<file path="config.mk">
export PLATFORM = sky130hd
export DESIGN_NAME = inj_sequencer
export DESIGN_NICKNAME = d
export VERILOG_FILES = /design/src/rtl/inj_chk_pkg.sv /design/src/rtl/inj_sequencer.sv
export SDC_FILE = /design/constraint.sdc
export NUM_CORES = 1
export LEC_CHECK = 0
export BUFFER_PORTS_ARGS = -buffer_cell sky130_fd_sc_hd__buf_2
export CORE_ASPECT_RATIO = 1.5
export CORE_MARGIN = 1
export CORE_UTILIZATION = 55
export CTS_BUF_LIST = sky130_fd_sc_hd__clkbuf_8
export DETAILED_ROUTE_END_ITERATION = 8
export GPL_TIMING_DRIVEN = 0
export HOLD_SLACK_MARGIN = 0.03
export PLACE_DENSITY = 0.79
export SYNTH_ARGS = -nofsm -noshare
export SYNTH_HDL_FRONTEND = slang
export SYNTH_SLANG_ARGS = --single-unit
</file>
<file path="constraint.sdc">
create_clock -name clk -period 2.7 [get_ports clk]
set_input_delay 0.135 -clock clk [delete_from_list [all_inputs] [get_ports clk]]
set_output_delay 0.135 -clock clk [all_outputs]
set_load 0.02 [all_outputs]
</file>
<file path="src/rtl/inj_chk_pkg.sv">
package inj_chk_pkg;

  typedef enum logic [2:0] {
    S_IDLE,
    S_CLEAR,
    S_STROBE,
    S_GAP,
    S_SETTLE,
    S_COMPARE
  } seq_state_t;

  function automatic int imax(input int a, input int b);
    return (a > b) ? a : b;
  endfunction

endpackage

</file>
<file path="src/rtl/inj_sequencer.sv">
module inj_sequencer
  import inj_chk_pkg::*;
#(
  parameter int CNT_W      = 24,
  parameter int GAP_W      = 8,
  parameter int SET_W      = 8,
  parameter int MIN_SETTLE = 8
) (
  input  logic             clk,
  input  logic             rst,
  input  logic             start,
  input  logic [CNT_W-1:0] pulse_count,
  input  logic [GAP_W-1:0] strobe_gap,
  input  logic [SET_W-1:0] settle_len,
  output logic             accept,
  output logic             busy,
  output logic             inj_strobe,
  output logic             clr,
  output logic             cnt_en,
  output logic             cmp_en
);

  localparam int TMR_W = imax(GAP_W, SET_W);
  localparam logic [SET_W-1:0] SET_FLOOR = SET_W'(MIN_SETTLE);

  seq_state_t       st_q;
  logic [CNT_W-1:0] rem_q;
  logic [TMR_W-1:0] tmr_q;
  logic [TMR_W-1:0] gap_ld_q;
  logic [TMR_W-1:0] set_ld_q;

  assign accept = start && (st_q == S_IDLE);

  always_ff @(posedge clk) begin
    if (rst) begin
      st_q     <= S_IDLE;
      rem_q    <= '0;
      tmr_q    <= '0;
      gap_ld_q <= '0;
      set_ld_q <= '0;
    end else begin
      case (st_q)
        S_IDLE: begin
          if (start) begin
            st_q     <= S_CLEAR;
            rem_q    <= pulse_count;
            gap_ld_q <= (strobe_gap == '0) ? '0 : TMR_W'(strobe_gap) - 1'b1;
            set_ld_q <= (settle_len < SET_FLOOR) ? TMR_W'(SET_FLOOR) - 1'b1
                                                 : TMR_W'(settle_len) - 1'b1;
          end
        end
        S_CLEAR: begin
          if (rem_q == '0) begin
            st_q  <= S_SETTLE;
            tmr_q <= set_ld_q;
          end else begin
            st_q <= S_STROBE;
          end
        end
        S_STROBE: begin
          rem_q <= rem_q - 1'b1;
          if (rem_q == CNT_W'(1)) begin
            st_q  <= S_SETTLE;
            tmr_q <= set_ld_q;
          end else begin
            st_q  <= S_GAP;
            tmr_q <= gap_ld_q;
          end
        end
        S_GAP: begin
          if (tmr_q == '0) st_q <= S_STROBE;
          else             tmr_q <= tmr_q - 1'b1;
        end
        S_SETTLE: begin
          if (tmr_q == '0) st_q <= S_COMPARE;
          else             tmr_q <= tmr_q - 1'b1;
        end
        S_COMPARE: st_q <= S_IDLE;
        default:   st_q <= S_IDLE;
      endcase
    end
  end

  assign busy       = (st_q != S_IDLE);
  assign inj_strobe = (st_q == S_STROBE);
  assign clr        = (st_q == S_CLEAR);
  assign cnt_en     = (st_q == S_STROBE) || (st_q == S_GAP) || (st_q == S_SETTLE);
  assign cmp_en     = (st_q == S_COMPARE);

  assert_strobe_single_R2: assert property (@(posedge clk) disable iff (rst)
    inj_strobe |=> !inj_strobe);

  assert_no_extra_strobe_R2: assert property (@(posedge clk) disable iff (rst)
    (st_q == S_STROBE) |-> (rem_q != '0));

  assert_settle_floor_R4: assert property (@(posedge clk) disable iff (rst)
    (st_q == S_STROBE && rem_q == CNT_W'(1)) |=>
      (st_q == S_SETTLE && tmr_q >= TMR_W'(MIN_SETTLE - 1)));

  assert_start_ignored_R9: assert property (@(posedge clk) disable iff (rst)
    (busy && start && st_q != S_COMPARE) |=> busy);

endmodule

</file>
==> Implementation_results.wiki, run 1 <==
{| class="wikitable"
! Metric !! Value
|-
| Result of the run || finished clean
|-
| Post-CTS setup buffer count || 0
|-
| Proportion of layout cells with a drive suffix above 1 || 0.183
|-
| Crit path max-delay family || buffers and inverters
|-
| Setup Slack @ Placement || 0.307 ns
|-
| Placeable Area || 5250 um2
|-
| Clock transition at the registers of the reported paths || 0.10 ns
|-
| Leak || 0.00142 uW
|-
| Yosys top cell area share || 0.334
|-
| Critical path data arrival time || 2.35 ns
|-
| Drt total wl || 8.26 mm
|-
| Number of clock sinks || 51
|-
| Width of the die || 62.9 um
|-
| Clock tree root driver cell || clkbuf_8
|-
| Most used flip-flop cell after synthesis || dfxtp_1
|-
| Vias in the first global route || 3013
|-
| Yosys top cell by area || dfxtp_1
|-
| Number of synthesized flops with an enable pin || 0
|-
| Final WS setup || 0.215 ns
|-
| Final RePlAce weighted congestion || 0.895
|-
| Number of warning messages in the yosys log || 0
|-
| Final worst path period share || 0.920
|-
| Most common cell in the netlist || dfxtp_1
|-
| Area used by sequential logic in the layout || 1020 um2
|-
| Top cell types by occurrence after synthesis || dfxtp_1 (51), nor2_1 (42), nand2_1 (30)
|-
| Die height || 93.3 um
|-
| Power density of the placed cells || 700 nW/um2
|-
| Filler cell count || 449
|-
| Vias per inst || 6.19
|-
| Worst setup path category || flop to primary output
|-
| DRC errors left || 0
|-
| Tot GR Track Use || 0.299
|-
| Total via count in the routed design || 3122
|-
| Violation count after the first detailed-route iteration || 323
|-
| Area delta synth->final || 14.8%
|-
| Buf+Inv Stages, Crit Path || 5
|-
| H-Tree Level Count || 2
|-
| Async set or reset register ratio after synthesis || 0
|-
| Die Footprint || 5870 um2
|-
| Bufs on Longest Clock Path || 2
|-
| Max capacitance violation total || 0
|-
| Transition time at the pin with the least slew margin || 0.665 ns
|-
| Top cells by area, synth || dfxtp_1 (33%), nor2_1 (5.2%), a21oi_1 (4.6%)
|-
| Maximum number of pins on one net before global-route repair || 16
|-
| Worst Path Required || 2.57 ns
|-
| Clk Latency, worst-skew pair || 0.31 ns
|-
| Synth Cell Area || 3060 um2
|-
| Antenna diode count || 0
|-
| Worst min-delay path class || primary input to flop
|-
| Critical-path cell with the highest stage delay || dfxtp_1
|-
| Antenna viol nets, final || 0
|-
| Nets in the synthesized netlist || 431
|-
| Number of port buffers || 47
|-
| Syn Area/Cell || 8.05 um2
|-
| CP most frequent cell || buf_2
|-
| Critical Path Max Stage Delay || 0.34 ns
|-
| Setup repair after global routing missed its margin || no
|-
| DRT Pass-1 Iters || 5
|-
| Wire length of the first global-routing pass || 13.8 mm
|-
| Max Transition Viols Final || 0
|-
| Category of the worst setup path capture point || primary output
|-
| Final-report setup violation count || 0
|-
| Min Tclk post-route || 2.48 ns
|-
| TritonCTS clock tree || built
|-
| Number of primary I/O pins || 49
|-
| Initial cell density of the core || 0.583
|-
| Maximum clock frequency || 0.402 GHz
|-
| Biggest fanout along the worst timing path || 10
|-
| Total number of placement rows || 32
|-
| Clock buffers created by TritonCTS || 5
|-
| Element type at the critical path start || flop
|-
| Number of antenna violations at the first check in global routing || 0
|-
| Max Clock Skew || 0.0124 ns
|-
| GRT Residual Overflow || 0
|-
| Per-cell routed wire length || 16.4 um
|-
| Cell count after synthesis || 380
|-
| Cell breakdown of the critical path || clkbuf_1 > nor3_2 > nand2_1 > inv_1 > buf_2 > buf_2 > buf_2
|-
| Relative slew slack || 0.552
|-
| Sum Neg Setup Slack || 0 ns
|-
| Final hold violations || 0
|-
| Nets || 486
|-
| Sum of net half-perimeters after detailed placement || 6.21 mm
|-
| Total area of multi-input combinational cells || 1890 um2
|-
| Worst setup slack for register-to-register paths || 0.27 ns
|-
| Post-synthesis sequential area ratio || 0.334
|-
| Max VDD drop || 0.547 mV
|-
| Number of distinct library cells after synthesis || 61
|-
| Number of register bits inferred by synthesis || 51
|}
[what timing repair did]
| item | 4_1_cts | 5_1_grt |
|---|---|---|
| gates resized for setup | 0 | 1 |
| hold endpoints to repair | 1 | 0 |
| setup endpoints to repair | 0 | 1 |
| hold buffers | 1 | 0 |
[layout by cell type, fill, tap and decap left out, drive strengths merged, types with 4 or more instances in the layout]
| cell type | n |
|---|---|
| a211oi | 5 |
| a21o | 4 |
| a21oi | 29 |
| a221oi | 5 |
| a222oi | 6 |
| a22oi | 14 |
| a31oi | 13 |
| buf | 52 |
| clkbuf | 22 |
| dfxtp | 51 |
| ha | 8 |
| inv | 15 |
| nand2 | 30 |
| nand3 | 10 |
| nand4 | 5 |
| nor2 | 44 |
| nor3 | 11 |
| nor3b | 5 |
| nor4 | 14 |
| o211ai | 7 |
| o21ai | 10 |
| o31ai | 9 |
| or2 | 4 |
| or3 | 9 |
| or4 | 5 |
| xnor2 | 7 |
| xor2 | 9 |
[tightest hold or removal path: cells and delay by family]
family	cells	cell delay, ns
buffers and inverters	1	0.10
AO/OA/AOI/OAI	1	0.06
AND/OR/NAND/NOR	1	0.05
[final cells by class]
| cell class | instances | share of cell area |
|---|---|---|
| Inverter | 16 | 0.0171 |
| Sequential cell | 51 | 0.291 |
| Multi-Input combinational cell | 292 | 0.538 |
| Buffer | 21 | 0.0260 |
| Timing Repair Buffer | 48 | 0.0699 |
| Tap cell | 68 | 0.0242 |
| Clock buffer | 6 | 0.0235 |
| Clock inverter | 2 | 0.00998 |
[sequential cells by signal, indices dropped and copies added, names as in the netlist]
| name | flops |
|---|---|
| rem_q | 24 |
| st_q | 3 |
| gap_ld_q | 8 |
| tmr_q | 8 |
| set_ld_q | 8 |
[through the flow]
stage | total power, uW | util | instance area [um2] | instances | hold slack, ns
2_1_floorplan | 1640 | - | 3060 | 380 | 0.225
3_3_place_gp | 1860 | 0.644 | 3380 | 495 | 0.347
4_1_cts | 2440 | 0.668 | 3510 | 504 | 0.0620
6_report | 2460 | 0.669 | 3510 | 504 | 0.0632
5_1_grt | 2600 | 0.669 | 3510 | 504 | 0.0664
3_5_place_dp | 1880 | 0.644 | 3380 | 495 | 0.341
[report_power, final]
group	total, uW	internal (uW)	switching, uW	leakage [uW]
logic	928	361	567	0.000943
clock network	564	300	264	0.0000612
registers	967	854	113	0.000419
[logic make-up after synthesis]
group | share of synthesized area
simple gates | 0.273
compound gates | 0.261
flops | 0.334
buf+inv | 0.0495
xor+xnor | 0.0458
fa+ha+maj | 0.0327
mux | 0.00327
[routing by layer]
| metal | track usage | vias to the layer above | wire, um |
|---|---|---|---|
| li1 | - | 1541 | - |
| met1 | 0.324 | 1467 | 3270 |
| met2 | 0.565 | 100 | 4440 |
| met3 | 0.0512 | 14 | 400 |
| met4 | 0.112 | 0 | 155 |
| met5 | 0 | - | 0 |
[path summary, 6_finish.rpt]
check                                 from                        to  cells past startpoint
setup / recovery      st_q[2]$_SDFFE_PP0P_                    accept                      7
setup reg to reg     rem_q[8]$_SDFFE_PP0P_     tmr_q[3]$_SDFFE_PP0P_                      6
hold reg to reg   gap_ld_q[0]$_SDFFE_PP0P_  gap_ld_q[0]$_SDFFE_PP0P_                      2
hold / removal             pulse_count[17]    rem_q[17]$_SDFFE_PP0P_                      3
Power figures use the tool's default switching activity.
==> run 2: changes to the inputs <==
==> constraint.sdc (replaced) <==
create_clock -name clk -period 2.7 [get_ports clk]
set_input_delay 0.27 -clock clk [delete_from_list [all_inputs] [get_ports clk]]
set_output_delay 0.27 -clock clk [all_outputs]
set_load 0.02 [all_outputs]
==> Implementation_results.wiki, run 2 (synthesis gave the netlist of run 1 again) <==
{| class="wikitable"
! Metric !! Value
|-
| Worst setup slack for register-to-register paths || 0.22 ns
|-
| Drt total wl || 8.26 mm
|-
| Transition time at the pin with the least slew margin || 0.707 ns
|-
| Max Clock Skew || 0.0134 ns
|-
| Tot GR Track Use || 0.298
|-
| Cell breakdown of the critical path || clkbuf_1 > nor3_2 > nand2_2 > inv_1 > buf_2 > buf_2 > buf_2
|-
| Internal power consumption || 1520 uW
|-
| Part of the total power dissipated in the clock network || 0.230
|-
| Worst setup path category || flop to primary output
|-
| Cell count of the worst hold path || 2
|-
| Maximum clock frequency || 0.391 GHz
|-
| Max VDD drop || 0.549 mV
|-
| Antenna viol nets, final || 0
|-
| Switching power share of the total || 0.384
|-
| Worst min-delay path class || primary input to flop
|-
| Critical path data arrival time || 2.29 ns
|-
| Switching power || 947 uW
|-
| Category of the worst setup path capture point || primary output
|-
| Clock transition at the registers of the reported paths || 0.10 ns
|-
| Critical Path Max Stage Delay || 0.33 ns
|-
| Max capacitance violation total || 0
|-
| Relative slew slack || 0.524
|-
| Critical-path cell with the highest stage delay || dfxtp_1
|-
| Die height || 93.3 um
|-
| Leak || 0.00142 uW
|-
| Number of port buffers || 47
|-
| Initial cell density of the core || 0.583
|-
| Clock buffers created by TritonCTS || 5
|-
| Violation count after the first detailed-route iteration || 270
|-
| Post-Place Cells || 495
|-
| Bufs on Longest Clock Path || 2
|-
| TritonCTS clock tree || built
|-
| Per-cell routed wire length || 16.4 um
|-
| DRT Pass-1 Iters || 5
|-
| Number of antenna violations at the first check in global routing || 0
|-
| Number of primary I/O pins || 49
|-
| Number of cells in the finished layout apart from fillers || 503
|-
| Placeable Area || 5250 um2
|-
| Maximum number of pins on one net before global-route repair || 16
|-
| DRC errors left || 0
|-
| Final worst path period share || 0.947
|-
| Commonest cells after routing, fill and taps aside || buf_2 (51), dfxtp_1 (51), nor2_1 (42)
|-
| Width of the die || 62.9 um
|-
| Register name with the most flops || rem_q
|-
| H-Tree Level Count || 2
|-
| Share of total power in combinational logic || 0.378
|-
| Antenna diode count || 0
|-
| Post-CTS setup buffer count || 0
|-
| Worst r2r path cells || 6
|-
| Sequential share of power || 0.392
|-
| Area delta synth->final || 14.6%
|-
| Final RePlAce weighted congestion || 0.895
|-
| Clock tree root driver cell || clkbuf_8
|-
| Power density of the placed cells || 703 nW/um2
|-
| Total number of placement rows || 32
|-
| Post-route cell area || 3500 um2
|-
| Nets || 485
|-
| Core occupancy in the finished layout || 0.668
|-
| Sum Neg Setup Slack || 0 ns
|-
| Flip-flop count of the largest register after layout || 24
|-
| Die Footprint || 5870 um2
|-
| Vias in the first global route || 3002
|-
| CP most frequent cell || buf_2
|-
| Worst Path Required || 2.43 ns
|-
| Total via count in the routed design || 3140
|-
| Final hold violations || 0
|-
| Post-placement cell area || 3380 um2
|-
| Result of the run || finished clean
|-
| Final-report setup violation count || 0
|-
| Vias per inst || 6.24
|-
| Clk Latency, worst-skew pair || 0.32 ns
|-
| Proportion of layout cells with a drive suffix above 1 || 0.186
|-
| Sum of net half-perimeters after detailed placement || 6.21 mm
|-
| Setup repair after global routing missed its margin || no
|-
| Number of clock sinks || 51
|-
| Max Transition Viols Final || 0
|-
| Filler cell count || 451
|-
| Min Tclk post-route || 2.56 ns
|-
| GRT Residual Overflow || 0
|-
| Biggest fanout along the worst timing path || 10
|-
| Element type at the critical path start || flop
|-
| Wire length of the first global-routing pass || 13.8 mm
|}
-- run 2: path summary, 6_finish.rpt --
path,from,to
max,st_q[1]$_SDFFE_PP0P_,accept
min,settle_len[0],set_ld_q[0]$_SDFFE_PP0P_
max reg2reg,rem_q[11]$_SDFFE_PP0P_,tmr_q[7]$_SDFFE_PP0P_
min reg2reg,gap_ld_q[0]$_SDFFE_PP0P_,gap_ld_q[0]$_SDFFE_PP0P_
-- run 2: critical path: cells and delay by family, from the launching register on --
kind | cells | cell delay (ns)
flops | 1 | 0.33
buf+inv | 5 | 1.13
simple gates | 2 | 0.51
-- run 2: area by class of cell --
class,instances,area [um2],share of cell area
flip-flops and latches,51,1020,0.291
clock buffers,6,82.6,0.0236
inverters,16,60.1,0.0171
repair buffers,47,235,0.0671
well taps,68,85.1,0.0243
multi-input cells,292,1890,0.540
clock inverters,2,35.0,0.0100
plain buffers,21,91.3,0.0261
-- run 2: what timing repair did --
| item | CTS | global route |
|---|---|---|
| hold buffers | 0 | 0 |
| gates resized for setup | 1 | 1 |
| setup endpoints to repair | 1 | 1 |
-- run 2: per-stage QoR --
stage	hold WS [ns]	power, uW	setup slack (ns)
6_report	0.156	2460	0.142
5_1_grt	0.169	2610	0.0225
4_1_cts	0.151	2440	0.0714
3_5_place_dp	0.466	1880	0.291
3_3_place_gp	0.460	1860	0.343
2_1_floorplan	0.360	1640	0.777
-- run 2: per-layer routing --
metal / share of wire / global-route usage / vias up / routed length [um]
met3: 0.049 / 0.0512 / 18 / 404
met5: 0 / 0 / - / 0
met4: 0.025 / 0.114 / 0 / 209
met1: 0.40 / 0.323 / 1475 / 3270
li1: - / - / 1542 / -
met2: 0.53 / 0.564 / 105 / 4380
-- run 2: power by group through the flow --
stage / clock network (uW) / logic (uW) / registers (uW)
floorplan: 0 / 689 / 949
global placement: 0 / 888 / 975
detailed placement: 0 / 905 / 979
global route: 600 / 1030 / 979
CTS: 566 / 913 / 962
finish: 566 / 930 / 966
==> run 3: changes to the inputs <==
--- a/config.mk
+++ b/config.mk
@@ -10,10 +10,12 @@
 export CORE_MARGIN = 1
 export CORE_UTILIZATION = 55
 export CTS_BUF_LIST = sky130_fd_sc_hd__clkbuf_8
+export CTS_CLUSTER_SIZE = 28
 export DETAILED_ROUTE_END_ITERATION = 8
 export GPL_TIMING_DRIVEN = 0
 export HOLD_SLACK_MARGIN = 0.03
 export PLACE_DENSITY = 0.79
+export RECOVER_POWER = 25
 export SYNTH_ARGS = -nofsm -noshare
 export SYNTH_HDL_FRONTEND = slang
 export SYNTH_SLANG_ARGS = --single-unit
==> Implementation_results.wiki, run 3 (synthesis gave the netlist of run 1 again) <==
{| class="wikitable"
! Metric !! Value
|-
| Result of the run || finished clean
|-
| Tot GR Track Use || 0.298
|-
| Nets || 485
|-
| Maximum clock frequency || 0.391 GHz
|-
| Antenna diode count || 0
|-
| Vias in the first global route || 3002
|-
| GRT Residual Overflow || 0
|-
| Die Footprint || 5870 um2
|-
| Area delta synth->final || 14.2%
|-
| DRC errors left || 0
|-
| H-Tree Level Count || 2
|-
| Initial cell density of the core || 0.583
|-
| Number of cells in the finished layout apart from fillers || 503
|-
| Cell count of the worst hold path || 2
|-
| Power density of the placed cells || 702 nW/um2
|-
| Internal power consumption || 1510 uW
|-
| Leak || 0.00141 uW
|-
| Clock transition at the registers of the reported paths || 0.10 ns
|-
| Most common cell after layout, fill and taps aside || dfxtp_1
|-
| Relative slew slack || 0.529
|-
| Critical path data arrival time || 2.29 ns
|-
| Wire length of the first global-routing pass || 13.8 mm
|-
| Max VDD drop || 0.549 mV
|-
| Worst min-delay path class || primary input to flop
|-
| Worst Hold Slack || 0.155 ns
|-
| Max Clock Skew || 0.0130 ns
|-
| Total via count in the routed design || 3172
|-
| Post-CTS setup buffer count || 0
|-
| Worst setup path category || flop to primary output
|-
| Clk Latency, worst-skew pair || 0.32 ns
|-
| Commonest cells after routing, fill and taps aside || dfxtp_1 (51), buf_2 (48), nor2_1 (43)
|-
| Element type at the critical path start || flop
|-
| Worst Path Required || 2.43 ns
|-
| Biggest fanout along the worst timing path || 10
|-
| Number of port buffers || 47
|-
| Setup repair after global routing missed its margin || no
|-
| Clock buffers created by TritonCTS || 5
|-
| Category of the worst setup path capture point || primary output
|-
| Sum Neg Setup Slack || 0 ns
|-
| Part of the total power dissipated in the clock network || 0.231
|-
| Max capacitance violation total || 0
|-
| Drt total wl || 8.25 mm
|-
| Post-Place Cells || 495
|-
| Number of hold-repair buffers added at the cts stage || 0
|-
| Switching power share of the total || 0.385
|-
| Flip-flop count of the largest register after layout || 24
|-
| Sum of net half-perimeters after detailed placement || 6.21 mm
|-
| Share of total power in combinational logic || 0.376
|-
| Vias per inst || 6.31
|-
| Per-cell routed wire length || 16.4 um
|-
| Antenna viol nets, final || 0
|-
| Transition time at the pin with the least slew margin || 0.700 ns
|-
| Switching power || 944 uW
|-
| DRT Pass-1 Iters || 7
|-
| Number of clock sinks || 51
|-
| Die height || 93.3 um
|-
| Width of the die || 62.9 um
|-
| Final hold violations || 0
|-
| Number of antenna violations at the first check in global routing || 0
|-
| TritonCTS clock tree || built
|-
| Final worst path period share || 0.948
|-
| Sequential share of power || 0.394
|-
| Register name with the most flops || rem_q
|-
| Bufs on Longest Clock Path || 2
|-
| Final RePlAce weighted congestion || 0.895
|-
| Clock tree root driver cell || clkbuf_8
|-
| Final-report setup violation count || 0
|-
| Max Transition Viols Final || 0
|-
| Total number of placement rows || 32
|-
| Number of primary I/O pins || 49
|-
| Violation count after the first detailed-route iteration || 297
|-
| Placeable Area || 5250 um2
|-
| Min Tclk post-route || 2.56 ns
|-
| Maximum number of pins on one net before global-route repair || 16
|-
| Worst r2r path cells || 6
|-
| Proportion of layout cells with a drive suffix above 1 || 0.175
|}
run 3: cell count changes in the layout (fill, tap and decap cells not counted):
| cell | change |
|---|---|
| or4_4 | -1 |
| nor2_2 | -1 |
| or4_1 | +1 |
| clkbuf_1 | +3 |
| nor2_1 | +1 |
| buf_2 | -3 |
run 3: final cells by class:
type	count	area, um2
plain buffers	21	90.1
clock buffers	6	82.6
clock inverters	2	35.0
fillers	456	1750
inverters	16	60.1
multi-input cells	292	1890
flip-flops and latches	51	1020
well taps	68	85.1
repair buffers	47	233
run 3: power groups by stage:
| stage | Clock (uW) | Combinational (uW) | Sequential [uW] |
|---|---|---|---|
| 2_1_floorplan | 0 | 689 | 949 |
| 3_3_place_gp | 0 | 888 | 975 |
| 3_5_place_dp | 0 | 905 | 979 |
| 4_1_cts | 566 | 913 | 962 |
| 5_1_grt | 600 | 1020 | 979 |
| 6_report | 566 | 921 | 965 |
run 3: path summary, 6_finish.rpt:
path | startpoint | to | slack (ns)
hold / removal | settle_len[0] | set_ld_q[0]$_SDFFE_PP0P_ | 0.15
setup reg to reg | rem_q[8]$_SDFFE_PP0P_ | tmr_q[3]$_SDFFE_PP0P_ | 0.23
hold reg to reg | gap_ld_q[0]$_SDFFE_PP0P_ | gap_ld_q[0]$_SDFFE_PP0P_ | 0.48
setup / recovery | st_q[2]$_SDFFE_PP0P_ | accept | 0.14
run 3: per-layer routing:
metal / up-vias / share of wire / GRT usage / wire length, um
met1: 1466 / 0.39 / 0.323 / 3250
met2: 134 / 0.52 / 0.564 / 4300
li1: 1540 / - / - / -
met5: - / 0 / 0 / 0
met3: 32 / 0.053 / 0.0512 / 437
met4: 0 / 0.031 / 0.114 / 256
run 3: through the flow:
| step | cell area, um2 | util | worst slack, ns | power (uW) |
|---|---|---|---|---|
| 5_1_grt | 3490 | 0.666 | 0.0225 | 2600 |
| 2_1_floorplan | 3060 | - | 0.777 | 1640 |
| 3_5_place_dp | 3380 | 0.644 | 0.291 | 1880 |
| 6_report | 3490 | 0.666 | 0.140 | 2450 |
| 4_1_cts | 3500 | 0.667 | 0.0714 | 2440 |
| 3_3_place_gp | 3380 | 0.644 | 0.343 | 1860 |
run 3: what timing repair did:
action,4_1_cts,5_1_grt
gates cloned,0,0
resized for setup,1,1
setup endpoints to repair,1,1
run 3: critical path, stage by stage (launching register included):
cell and delay (ns):
dfxtp_1 0.35, clkbuf_1 0.24, nor3_2 0.27, nand2_2 0.19
inv_1 0.15, buf_2 0.27, buf_2 0.30, buf_2 0.21
